===== config.mk =====
export PLATFORM = sky130hd
export DESIGN_NAME = gpio_bank
export DESIGN_NICKNAME = d
export VERILOG_FILES = /design/src/rtl/gpio_bank_pkg.sv /design/src/rtl/gpio_sync.sv /design/src/rtl/gpio_addr_dec.sv /design/src/rtl/gpio_pin_word.sv /design/src/rtl/gpio_bank.sv
export SDC_FILE = /design/constraint.sdc
export NUM_CORES = 1
export LEC_CHECK = 0
export ABC_AREA = 1
export BUFFER_PORTS_ARGS = -buffer_cell sky130_fd_sc_hd__buf_2
export CAP_MARGIN = 20
export CORE_MARGIN = 5
export CORE_UTILIZATION = 25
export DETAILED_ROUTE_END_ITERATION = 8
export PLACE_DENSITY = 0.43
export REMOVE_ABC_BUFFERS = 1
export SYNTH_ARGS = -nofsm -noshare
export SYNTH_HDL_FRONTEND = slang
export SYNTH_HIERARCHICAL = 1
export SYNTH_SLANG_ARGS = --single-unit

===== constraint.sdc =====
create_clock -name clk -period 1.26 [get_ports clk]
set_input_delay 0.126 -clock clk [delete_from_list [all_inputs] [get_ports clk]]
set_output_delay 0.126 -clock clk [all_outputs]
set_load 0.02 [all_outputs]

===== src/rtl/gpio_bank_pkg.sv =====
package gpio_bank_pkg;

    typedef enum logic [2:0] {
        RK_NONE  = 3'd0,
        RK_CFG   = 3'd1,
        RK_LEVEL = 3'd2,
        RK_DIR   = 3'd3,
        RK_SET   = 3'd4,
        RK_CLR   = 3'd5
    } reg_kind_e;

endpackage


===== src/rtl/gpio_sync.sv =====
module gpio_sync #(
    parameter int WIDTH = 192
) (
    input  logic             clk,
    input  logic             rst_n,
    input  logic [WIDTH-1:0] async_in,
    output logic [WIDTH-1:0] sync_out
);

    typedef struct packed {
        logic [WIDTH-1:0] meta;
        logic [WIDTH-1:0] stab;
    } sync_st_t;

    sync_st_t st_d, st_q;

    always_comb begin
        st_d      = st_q;
        st_d.meta = async_in;
        st_d.stab = st_q.meta;
    end

    always_ff @(posedge clk or negedge rst_n) begin
        if (!rst_n) st_q <= '0;
        else        st_q <= st_d;
    end

    assign sync_out = st_q.stab;

endmodule


===== src/rtl/gpio_addr_dec.sv =====
module gpio_addr_dec
    import gpio_bank_pkg::*;
#(
    parameter int                ADDR_W    = 12,
    parameter int                NUM_WORDS = 6,
    parameter int                WIDX_W    = 3,
    parameter logic [ADDR_W-1:0] CFG_BASE  = 12'h000,
    parameter logic [ADDR_W-1:0] LVL_BASE  = 12'h004,
    parameter logic [ADDR_W-1:0] DIR_BASE  = 12'h01c,
    parameter logic [ADDR_W-1:0] SET_BASE  = 12'h034,
    parameter logic [ADDR_W-1:0] CLR_BASE  = 12'h04c
) (
    input  logic [ADDR_W-1:0] addr,
    output reg_kind_e         kind,
    output logic [WIDX_W-1:0] word
);

    localparam logic [ADDR_W-1:0] SPAN = ADDR_W'(NUM_WORDS * 4);

    function automatic logic in_run(input logic [ADDR_W-1:0] a,
                                    input logic [ADDR_W-1:0] base);
        return (a >= base) && (a < base + SPAN);
    endfunction

    logic [ADDR_W-1:0] rel;

    always_comb begin
        kind = RK_NONE;
        rel  = '0;
        if (addr[1:0] == 2'b00) begin
            if (addr == CFG_BASE) begin
                kind = RK_CFG;
            end else if (in_run(addr, LVL_BASE)) begin
                kind = RK_LEVEL;
                rel  = addr - LVL_BASE;
            end else if (in_run(addr, DIR_BASE)) begin
                kind = RK_DIR;
                rel  = addr - DIR_BASE;
            end else if (in_run(addr, SET_BASE)) begin
                kind = RK_SET;
                rel  = addr - SET_BASE;
            end else if (in_run(addr, CLR_BASE)) begin
                kind = RK_CLR;
                rel  = addr - CLR_BASE;
            end
        end
        word = WIDX_W'(rel >> 2);
    end

endmodule


===== src/rtl/gpio_pin_word.sv =====
module gpio_pin_word #(
    parameter int WORD_W = 32
) (
    input  logic              clk,
    input  logic              rst_n,
    input  logic              wr_dir,
    input  logic              wr_set,
    input  logic              wr_clr,
    input  logic [WORD_W-1:0] wdata,
    output logic [WORD_W-1:0] out_q,
    output logic [WORD_W-1:0] dir_q
);

    typedef struct packed {
        logic [WORD_W-1:0] outl;
        logic [WORD_W-1:0] dir;
    } word_st_t;

    word_st_t st_d, st_q;
    logic [WORD_W-1:0] set_m, clr_m;

    always_comb begin
        st_d  = st_q;
        set_m = wr_set ? wdata : '0;
        clr_m = wr_clr ? wdata : '0;
        // set wins over clear on the same bit
        st_d.outl = (st_q.outl & ~clr_m) | set_m;
        if (wr_dir) st_d.dir = wdata;
    end

    always_ff @(posedge clk or negedge rst_n) begin
        if (!rst_n) st_q <= '0;
        else        st_q <= st_d;
    end

    assign out_q = st_q.outl;
    assign dir_q = st_q.dir;

    // set write raises every addressed bit
    p_set_high_r2: assert property (@(posedge clk) disable iff (!rst_n)
        wr_set |=> ((out_q & $past(wdata)) == $past(wdata)));

    // clear write lowers every addressed bit
    p_clr_low_r3: assert property (@(posedge clk) disable iff (!rst_n)
        (wr_clr && !wr_set) |=> ((out_q & $past(wdata)) == '0));

    // a word with no write keeps latch and direction
    p_hold_r4: assert property (@(posedge clk) disable iff (!rst_n)
        (!wr_set && !wr_clr && !wr_dir) |=> ($stable(out_q) && $stable(dir_q)));

endmodule


===== src/rtl/gpio_bank.sv =====
module gpio_bank
    import gpio_bank_pkg::*;
#(
    parameter int NUM_PINS = 192,
    parameter int WORD_W   = 32,
    parameter int ADDR_W   = 12
) (
    input  logic                clk,
    input  logic                rst_n,
    input  logic [ADDR_W-1:0]   bus_addr,
    input  logic                bus_wr_en,
    input  logic [WORD_W-1:0]   bus_wdata,
    input  logic                bus_rd_en,
    output logic [WORD_W-1:0]   bus_rdata,
    input  logic [NUM_PINS-1:0] pad_in,
    output logic [NUM_PINS-1:0] pad_out,
    output logic [NUM_PINS-1:0] pad_oe
);

    localparam int NUM_WORDS = (NUM_PINS + WORD_W - 1) / WORD_W;
    localparam int WIDX_W    = (NUM_WORDS > 1) ? $clog2(NUM_WORDS) : 1;
    localparam int PAD_W     = NUM_WORDS * WORD_W;

    typedef struct packed {
        logic [WORD_W-1:0] cfg;
        logic [WORD_W-1:0] rdata;
    } top_st_t;

    top_st_t st_d, st_q;

    reg_kind_e         dec_kind;
    logic [WIDX_W-1:0] dec_word;
    logic [PAD_W-1:0]  pad_in_w, lvl_all, out_all, dir_all;
    logic [WORD_W-1:0] lvl_word [NUM_WORDS];
    logic [WORD_W-1:0] dir_word [NUM_WORDS];

    generate
        if (PAD_W > NUM_PINS) begin : g_pad_ext
            assign pad_in_w = {{(PAD_W-NUM_PINS){1'b0}}, pad_in};
        end else begin : g_pad_exact
            assign pad_in_w = pad_in;
        end
    endgenerate

    gpio_sync #(.WIDTH(PAD_W)) u_sync (
        .clk      (clk),
        .rst_n    (rst_n),
        .async_in (pad_in_w),
        .sync_out (lvl_all)
    );

    gpio_addr_dec #(
        .ADDR_W    (ADDR_W),
        .NUM_WORDS (NUM_WORDS),
        .WIDX_W    (WIDX_W)
    ) u_dec (
        .addr (bus_addr),
        .kind (dec_kind),
        .word (dec_word)
    );

    for (genvar w = 0; w < NUM_WORDS; w++) begin : g_word
        logic hit;
        assign hit = bus_wr_en && (dec_word == WIDX_W'(w));

        gpio_pin_word #(.WORD_W(WORD_W)) u_word (
            .clk    (clk),
            .rst_n  (rst_n),
            .wr_dir (hit && (dec_kind == RK_DIR)),
            .wr_set (hit && (dec_kind == RK_SET)),
            .wr_clr (hit && (dec_kind == RK_CLR)),
            .wdata  (bus_wdata),
            .out_q  (out_all[w*WORD_W +: WORD_W]),
            .dir_q  (dir_all[w*WORD_W +: WORD_W])
        );

        assign lvl_word[w] = lvl_all[w*WORD_W +: WORD_W];
        assign dir_word[w] = dir_all[w*WORD_W +: WORD_W];
    end

    always_comb begin
        st_d = st_q;
        if (bus_wr_en && dec_kind == RK_CFG) st_d.cfg = bus_wdata;
        st_d.rdata = '0;
        if (bus_rd_en) begin
            unique case (dec_kind)
                RK_CFG:   st_d.rdata = st_q.cfg;
                RK_LEVEL: st_d.rdata = lvl_word[dec_word];
                RK_DIR:   st_d.rdata = dir_word[dec_word];
                default:  st_d.rdata = '0;
            endcase
        end
    end

    always_ff @(posedge clk or negedge rst_n) begin
        if (!rst_n) st_q <= '0;
        else        st_q <= st_d;
    end

    assign bus_rdata = st_q.rdata;
    assign pad_out   = out_all[NUM_PINS-1:0];
    assign pad_oe    = dir_all[NUM_PINS-1:0];

    // write-only runs read as zero
    p_wo_zero_r6: assert property (@(posedge clk) disable iff (!rst_n)
        (bus_rd_en && (dec_kind == RK_SET || dec_kind == RK_CLR)) |=> (bus_rdata == '0));

    // unmapped reads return zero
    p_unmapped_zero_r8: assert property (@(posedge clk) disable iff (!rst_n)
        (bus_rd_en && dec_kind == RK_NONE) |=> (bus_rdata == '0));

    // unmapped writes leave pads alone
    p_unmapped_nowr_r8: assert property (@(posedge clk) disable iff (!rst_n)
        (dec_kind == RK_NONE || dec_kind == RK_LEVEL) |=> ($stable(pad_out) && $stable(pad_oe)));

    // idle bus gives zero read data
    p_idle_zero_r7: assert property (@(posedge clk) disable iff (!rst_n)
        !bus_rd_en |=> (bus_rdata == '0));

endmodule


==> impl_metrics.ini, run 1 <==
[yosys]
synth_cells = 3547
ys_ff_latch = 832
ys_seq_area_frac = 0.637
avgSynthCellArea_um2 = 9.21
syn_area_mm2 = 0.0327
ys_types = 32
yosysWarnings = 6

[pwr]
p_sw_mw = 14.9
pwr-share-seq = 0.451
clkPwrFrac = 0.486
ir_worst_vdd_mv = 0.958
cellLeakagePower_nw = 25.1
p_int_mw = 46.7
comb_power_share = 0.063
p_sw_frac = 0.241
power_density_mw_per_mm2 = 1250

[routing]
final_antenna_net_count = 0
num_vias = 28100
wl_met2_mm = 69.7
firstDrtPassIters = 5
routed_via_density = 4.24
drt_wl_total_mm = 145
dr_wl_met3_mm = 8.46
drt_iter0_markers = 1865
drc = 0
top_layer_used = met5
wl_per_cell_um = 21.9
met1Wirelength_mm = 59.6

[worst_setup_path]
endpoint = bus_rdata[17]
reg2reg_from = g_word[3].u_word/dir_q[14]
critPathLaunch = bus_addr[3]
cp-start-kind = primary input
cp.arrival_ns = 2.53
required_ns = 1.88
crit_top_cell = buf_12
slowest_delay_ns = 0.20
worst_r2r_path_depth = 8
end_kind = flip-flop
cp_slowest_cell = a21oi_4
r2r_slack_ns = 0.06
r2r_end = bus_rdata[14]
critPathMaxFanout = 6
critPathKind = in2reg

[die]
start_util = 0.252
die_width_um = 371
die_h_um = 371
core_area_mm2 = 0.130
die_area_mm2 = 0.138
rows = 132
io_pins = 656

[layout]
nFillCells = 13100
final_layout_size_suffix_gt1_frac = 0.285
layout.nets = 5041
area_delta_synth_final_pct = 50.7
mostFrequentLayoutCell = nand2_1
fin_util = 0.380
final_cell_mix = nand2_1, dfrtp_1, buf_2, dlygate4sd3_1, inv_1
regArea_mm2 = 0.0208
multi_input_area_mm2 = 0.0100

[clock_tree]
cts_num_sinks = 832
numCtsBuffers = 97
cts_tree = done
insertion_delay_ns = 0.73
clk_path_buf_depth = 3
path_clk_slew_ns = 0.06
cts-root-buf = clkbuf_16
h-tree-depth = 3

[status]
violations = setup timing
outcome = finished with violations

[grt]
grt_first_pass_wirelength_mm = 203
antenna_found_initial = 5
grt_usage = 0.203
first_global_vias = 28300
grt_max_degree = 67
overflow = 0

[sta]
timing.slew.headroom = 0.533
final.min_clock_period_ns = 1.91
drv_slew = 0
rsz0062_at_grt = yes
max_freq_mhz = 522
skew_ns = 0.0391
setup_slack_ns = -0.654
final-hold-violation-count = 0
whs_ns = 0.0595
tightest_slew_ns = 0.698
setup_viol = 876
timing.final.crit_share = 1.52

[hold_path]
hp-class = in2reg
min-delay-start = pad_in[44]

[placement]
dp_hpwl_mm = 95.4
gp_congestion = 0.808
numPortBuffers = 655

[job]
maxCapViolCount = 0
-- cell usage after synthesis --
cell type / number / share of area
buf_6: 55 / 0.019
buf_2: 65 / 0.010
a21boi_4: 1 / 0.00057
inv_2: 22 / 0.0025
nand2_1: 1686 / 0.19
nand3_1: 202 / 0.031
clkinv_1: 33 / 0.0038
o21ai_2: 1 / 0.00027
nand4_2: 1 / 0.00038
nand4_1: 32 / 0.0061
dfrtp_1: 832 / 0.64
buf_1: 10 / 0.0011
nor2_1: 28 / 0.0032
nor3_4: 1 / 0.00050
a21oi_1: 1 / 0.00015
o21ai_1: 169 / 0.026
nor2_4: 3 / 0.0010
nand2_2: 5 / 0.00096
inv_1: 251 / 0.029
mux2_1: 32 / 0.011
ha_1: 4 / 0.0015
nand3b_1: 1 / 0.00023
buf_4: 41 / 0.0094
nand3_4: 1 / 0.00054
xnor2_1: 2 / 0.00054
nor3_2: 2 / 0.00061
clkbuf_1: 28 / 0.0032
a21oi_2: 3 / 0.00080
clkinv_2: 5 / 0.00077
o21ai_0: 24 / 0.0037
nand3_2: 2 / 0.00061
nor2_2: 4 / 0.00077
-- stage by stage --
step / instance area (µm²) / cells / setup WS, ns / total power, mW / TNS, ns
global placement: 39900 / 6004 / -1.55 / 31.2 / -630.64
finish: 49200 / 6623 / -0.654 / 61.5 / -289.31
detailed placement: 39900 / 6004 / -1.55 / 31.2 / -642.24
CTS: 48200 / 6590 / -0.572 / 62.3 / -299.22
floorplan: 31300 / 3348 / -8.57 / 28.8 / -2731.48
global route: 49200 / 6622 / -0.732 / 63.9 / -354.57
-- what timing repair did --
action | in CTS | in global routing
gates cloned | 21 | 10
setup endpoints to repair | 864 | 876
setup buffers | 50 | 23
pin swaps | 38 | 72
hold buffers | 336 | 1
endpoints found under the hold margin | 1457 | 12
resized for setup | 101 | 169
-- worst min-delay path by stage --
stage / endpoint / depth (start not counted)
after floorplan: bus_rdata[0] / 0
after global placement: u_sync/sync_out[28] / 1
after detailed placement: u_sync/sync_out[60] / 1
after CTS: g_word[1].u_word/dir_q[16] / 3
after global routing: u_sync/st_d[44] / 2
final: u_sync/st_d[44] / 2
-- sequential cells by signal, indices dropped and copies added, names as in the netlist --
signal,count
bus_rdata,32
g_word.u_word/dir_q,192
g_word.u_word/out_q,192
st_q,32
u_sync/st_d,192
u_sync/sync_out,192
-- cell families (layout without fill, tap and decap cells) --
kind of cell               Yosys count  count (layout)  synth area share
adders and majority gates            4               4           0.00153
other                                0               4                 0
xor gates and xnor gates             2               2          0.000536
AOI/OAI and AO/OA                  199             199            0.0314
DFF                                832             832             0.637
buffers and inverters              510            1840            0.0786
and+or+nand+nor                   1968            1968             0.240
muxes                               32              32            0.0110
-- power groups by stage --
stage          combinational (mW)  clock [mW]  sequential, mW
3_5_place_dp                 2.92           0            28.2
4_1_cts                      3.80        30.7            27.8
2_1_floorplan               0.567           0            28.3
6_report                     3.89        29.9            27.8
3_3_place_gp                 2.92           0            28.2
5_1_grt                      4.26        31.8            27.8
-- cell type report --
type / count / area share
Antenna cell: 4 / 0.000203
Timing Repair Buffer: 1350 / 0.235
Sequential cell: 832 / 0.423
Clock inverter: 47 / 0.0131
Inverter: 311 / 0.0243
Tap cell: 1742 / 0.0443
Multi-Input combinational cell: 2205 / 0.203
Clock buffer: 132 / 0.0564
-- layer usage --
metal | track usage | vias up
met1 | 0.255 | 13700
li1 | - | 13400
met3 | 0.0401 | 245
met2 | 0.337 | 790
met5 | 0 | -
met4 | 0.0968 | 2
-- worst max-delay path, delay by kind of cell --
kind / cells / cell delay (ns)
AOI/OAI and AO/OA: 1 / 0.20
and+or+nand+nor: 13 / 0.89
adders and majority gates: 1 / 0.13
buffers and inverters: 12 / 1.19
No activity file was read; power rests on OpenSTA's default activity.
==> inputs of run 2 (changes only) <==
Settings changed: PLACE_DENSITY 0.43 to 0.44.
Clock period 1.26 ns to 1.72 ns, I/O delays scaled along.
==> run 2 against run 1 <==
The run still ends with setup timing left. Flip-flop and latch count unchanged. Count of clock-buffer cells in the layout shrank 6. Critical endpoint is now g_word[3].u_word/dir_q[3]. Non-clock buffer count decreased by 153. Largest power group unchanged. Setup slack gained 0.37 ns. First-iteration DRC count increased by 5.7%. Cell count down 2.4%.
==> impl_metrics.ini, run 2 (synthesis results as in run 1) <==
[die]
start_util = 0.252
die_h_um = 371
core_area_mm2 = 0.130
die_area_mm2 = 0.138
rows = 132
die_width_um = 371
io_pins = 656

[sta]
rsz0062_at_grt = yes
timing.slew.headroom = 0.551
tightest_slew_ns = 0.674
final.min_clock_period_ns = 2.00
timing.final.crit_share = 1.17
drv_slew = 0
final-hold-violation-count = 0
setup_slack_ns = -0.284
skew_ns = 0.0181
max_freq_mhz = 499
setup_viol = 437

[routing]
num_vias = 27900
drc = 0
final_antenna_net_count = 0
wl_per_cell_um = 22.6
routed_via_density = 4.32
drt_wl_total_mm = 146
firstDrtPassIters = 7
drt_iter0_markers = 1971

[status]
violations = setup timing
outcome = finished with violations

[pwr]
p_sw_frac = 0.239
ir_worst_vdd_mv = 0.648
p_total_mw = 43.9
cellLeakagePower_nw = 24.6
pwr-share-seq = 0.464
clkPwrFrac = 0.476
power_density_mw_per_mm2 = 914
comb_power_share = 0.061
p_sw_mw = 10.5
p_int_mw = 33.4

[clock_tree]
cts_tree = done
cts_num_sinks = 832
cts-root-buf = clkbuf_16
insertion_delay_ns = 0.70
numCtsBuffers = 94
path_clk_slew_ns = 0.07
clk_path_buf_depth = 3
h-tree-depth = 3

[layout]
area_delta_synth_final_pct = 47.0
mostFrequentLayoutCell = nand2_1
final_cell_mix = nand2_1, dfrtp_1, buf_2, inv_1, dlygate4sd3_1
nFillCells = 13000
final_layout_size_suffix_gt1_frac = 0.305
fin_area_mm2 = 0.0480
layout.nets = 4885

[worst_setup_path]
worst_r2r_path_depth = 8
end_kind = flip-flop
r2r_end = bus_rdata[30]
cp.arrival_ns = 2.62
critPathKind = in2reg
cp-start-kind = primary input
required_ns = 2.34
r2r_slack_ns = 0.44
critPathMaxFanout = 8
reg2reg_from = g_word[5].u_word/dir_q[30]

[placement]
numPortBuffers = 655
place_area_mm2 = 0.0395
dp_hpwl_mm = 95.8
gp_congestion = 0.853

[grt]
first_global_vias = 28000
overflow = 0
antenna_found_initial = 3
grt_first_pass_wirelength_mm = 202
grt_usage = 0.202
grt_max_degree = 80

[hold_path]
hp-class = in2reg
hold_depth = 2
min-delay-start = pad_in[98]
hold_end = u_sync/st_d[98]

[job]
maxCapViolCount = 0
[run 2: changes by cell type in the layout (fill, tap and decap cells not counted), moves of 13 or more]
cell	previous run	this run
buf_4	181	126
clkinv_2	19	32
dlygate4sd3_1	337	228
nand2_1	1611	1535
nand2_2	58	120
nand2_4	21	36
o21ai_1	159	141
o21ai_2	18	43
[run 2: final cells by class]
class | count | area (µm²) | share of cell area
inverter | 311 | 1200 | 0.0250
multi-input combinational | 2205 | 10400 | 0.216
tap | 1742 | 2180 | 0.0454
sequential | 832 | 20800 | 0.434
antenna | 1 | 2.50 | 0.0000521
clock inverter | 48 | 508 | 0.0106
clock buffer | 126 | 2690 | 0.0559
timing repair buffer | 1197 | 10200 | 0.213
[run 2: power by group through the flow]
stage	registers (mW)	logic, mW	clock network, mW
4_1_cts	20.4	2.63	21.4
5_1_grt	20.4	2.90	22.2
3_3_place_gp	20.7	2.12	0
2_1_floorplan	20.7	0.415	0
6_report	20.4	2.66	20.9
3_5_place_dp	20.7	2.12	0
[run 2: critical path, cell delays in order]
cell	delay [ns]
buf_2	0.11
nor2_4	0.15
nand4_2	0.22
nor2_4	0.21
nand2_2	0.09
nand2_2	0.08
nand2_2	0.06
a21oi_4	0.22
buf_6	0.13
buf_6	0.10
buf_6	0.11
nand2_4	0.05
inv_4	0.06
nand2_4	0.07
nor2_4	0.16
buf_12	0.17
buf_12	0.13
buf_16	0.17
nand2_2	0.05
o21ai_1	0.08
[run 2: worst max-delay path by stage]
stage	from	end	slack, ns	cells past startpoint
2_1_floorplan	bus_addr[3]	g_word[5].u_word/dir_q[0]	-8.15	15
3_3_place_gp	bus_addr[2]	bus_rdata[28]	-1.12	23
3_5_place_dp	bus_addr[2]	bus_rdata[28]	-1.13	23
4_1_cts	bus_addr[3]	g_word[5].u_word/dir_q[11]	-0.12	22
5_1_grt	bus_addr[9]	g_word[5].u_word/out_q[22]	-0.34	18
6_report	bus_addr[9]	g_word[3].u_word/dir_q[3]	-0.28	20
[run 2: what timing repair did]
item,4_1_cts,5_1_grt
hold buffers,227,1
hold endpoints to repair,1406,12
gates cloned,24,18
endpoints found under the setup margin,448,445
buffers inserted,68,18
resized for setup,219,216
pin swaps,70,97
[run 2: layer usage]
metal,vias to the layer above,wire [µm],GRT usage
li1,13000,-,-
met1,13900,60700,0.255
met2,828,72600,0.346
met3,208,7550,0.0342
met4,0,5380,0.0774
met5,-,0,0
[run 2: through the flow]
| stage | utilization | instances | hold slack [ns] | setup TNS [ns] | worst slack, ns |
|---|---|---|---|---|---|
| after floorplan | - | 3348 | -0.124 | -2546.00 | -8.15 |
| after global placement | 0.304 | 5948 | 0.131 | -433.74 | -1.12 |
| after detailed placement | 0.304 | 5948 | 0.134 | -437.69 | -1.13 |
| after CTS | 0.362 | 6437 | -0.141 | -11.58 | -0.121 |
| after global routing | 0.370 | 6461 | 0.0717 | -98.85 | -0.340 |
| final | 0.370 | 6462 | 0.107 | -63.44 | -0.284 |
==> inputs of run 3 (changes only) <==
Settings changed: CORE_ASPECT_RATIO set to 0.9, PLACE_DENSITY 0.44 to 0.43.
Clock period 1.72 ns to 1.9 ns, I/O delays scaled along.
==> run 3 against run 2 <==
The run now ends clean. Register-to-register slack improved by 0.23 ns. Critical path depth fell by 1. Flip-flop and latch count did not move. Total power fell by 7.7%. Utilization fell by 1.4 points. Die area barely moved. First-iteration DRC count fell by 16%. Design area fell by 3.9%. Critical path type unchanged. Critical endpoint is now g_word[4].u_word/dir_q[1].
==> impl_metrics.ini, run 3 (synthesis results as in run 1) <==
[clock_tree]
path_clk_slew_ns = 0.06
numCtsBuffers = 95
insertion_delay_ns = 0.74
cts_num_sinks = 832
clk_path_buf_depth = 3
cts_tree = done
cts-root-buf = clkbuf_16
h-tree-depth = 3

[grt]
overflow = 0
grt_max_degree = 72
grt_usage = 0.194
antenna_found_initial = 11
grt_first_pass_wirelength_mm = 195
first_global_vias = 27000

[sta]
timing.slew.headroom = 0.400
drv_slew = 0
max_freq_mhz = 540
tightest_slew_ns = 0.896
skew_ns = 0.0375
timing.final.crit_share = 0.976
rsz0062_at_grt = yes
final.min_clock_period_ns = 1.85
final-hold-violation-count = 0
setup_viol = 0

[die]
die_width_um = 391
die_h_um = 353
start_util = 0.252
die_area_mm2 = 0.138
rows = 125
core_area_mm2 = 0.129
io_pins = 656

[routing]
firstDrtPassIters = 5
num_vias = 27100
wl_per_cell_um = 21.8
drt_iter0_markers = 1649
final_antenna_net_count = 0
drt_wl_total_mm = 139
routed_via_density = 4.25
drc = 0

[worst_setup_path]
critPathMaxFanout = 22
r2r_slack_ns = 0.67
end_kind = flip-flop
crit_buf_inv = 5
cp-start-kind = primary input
required_ns = 2.54
critPathKind = in2reg
slowest_delay_ns = 0.27
cp_slowest_cell = nor2_4
critical-path-top-delay-family = simple AND/OR/NAND/NOR gates
path_cells = buf_4, ha_1, nand2_1, nand2_1, nand2_1, nand2_2, nand2_2, nand2_2, nand2_2, a21oi_4, buf_12, nor2_4, nand3_2, nor2_4, buf_12, buf_4, buf_12, nand2_1, o21ai_0
cp.arrival_ns = 2.49

[layout]
final_layout_size_suffix_gt1_frac = 0.253
mostFrequentLayoutCell = nand2_1
fin_area_mm2 = 0.0462
layout.nets = 4807
area_delta_synth_final_pct = 41.3
final_cell_mix = nand2_1, dfrtp_1, buf_2, inv_1, dlygate4sd3_1

[placement]
place_area_mm2 = 0.0394
numPortBuffers = 655
dp_hpwl_mm = 94.2
gp_congestion = 0.792

[pwr]
cellLeakagePower_nw = 23.7
power_density_mw_per_mm2 = 878
p_total_mw = 40.5
ir_worst_vdd_mv = 0.684

[hold_path]
hp-class = in2reg

[job]
maxCapViolCount = 0

[status]
outcome = completed
run 3: cell count changes in the layout (fill, tap and decap cells not counted), sizes merged:
cell / change
diode: +5
bufinv: +4
dlygate4sd3: -1
bufbuf: -3
buf: -68
clkinvlp: -3
clkbuf: -6
clkinv: -1
run 3: final cells by class:
type | count | area (µm²)
multi-input cells | 2205 | 9670
repair buffers | 1118 | 8910
clock buffers | 127 | 2730
diodes | 6 | 15.0
fillers | 13200 | 83300
well taps | 1714 | 2140
inverters | 311 | 1190
clock inverters | 48 | 682
flip-flops and latches | 832 | 20800
run 3: metrics by stage:
step	cells	setup WS [ns]	hold WS, ns	setup TNS, ns	util
after CTS	6333	0.0111	0.00517	0	0.351
final	6361	0.0465	0.0845	0	0.356
after global routing	6358	-0.0905	0.0488	-1.04	0.356
after detailed placement	5909	-1.01	0.164	-349.20	0.305
after global placement	5909	-1.01	0.157	-338.88	0.305
after floorplan	3348	-7.99	-0.106	-2473.43	-
run 3: metal layers:
layer,vias up,wire length (µm),track usage
met2,771,64600,0.314
li1,12900,-,-
met5,-,0,0
met4,0,6010,0.0788
met1,13200,58900,0.249
met3,229,9240,0.0482
run 3: power breakdown:
| group | switching [mW] | internal [mW] |
|---|---|---|
| combinational | 1.39 | 0.887 |
| sequential | 0.169 | 18.2 |
| clock | 8.03 | 11.8 |
run 3: worst register-to-register path, stage by stage, from the launching register on:
cell	delay (ns)
dfrtp_1	0.40
nand2_1	0.07
nand2_1	0.06
nand2_1	0.12
nand3_1	0.17
nand2_1	0.10
nand3_1	0.07
nand2_1	0.08
inv_1	0.05
run 3: final timing paths:
| path | startpoint | endpoint | cells after the start |
|---|---|---|---|
| min in group asynchronous | rst_n | u_sync/st_d[63] | 3 |
| worst max-delay path | bus_addr[2] | g_word[4].u_word/dir_q[1] | 19 |
| worst max register to register | g_word[3].u_word/dir_q[10] | bus_rdata[10] | 8 |
| max in group asynchronous | rst_n | bus_rdata[5] | 3 |
| worst min register to register | u_sync/st_d[31] | u_sync/sync_out[31] | 0 |
| worst min-delay path | bus_wr_en | st_q[38] | 4 |
run 3: repair_timing:
| item | 4_1_cts | 5_1_grt |
|---|---|---|
| setup endpoints to repair | 270 | 398 |
| cloned | 4 | 10 |
| hold buffers | 227 | 0 |
| endpoints found under the hold margin | 1349 | 0 |
| pin swaps | 11 | 24 |
| setup buffers | 18 | 13 |
| resized for setup | 23 | 72 |
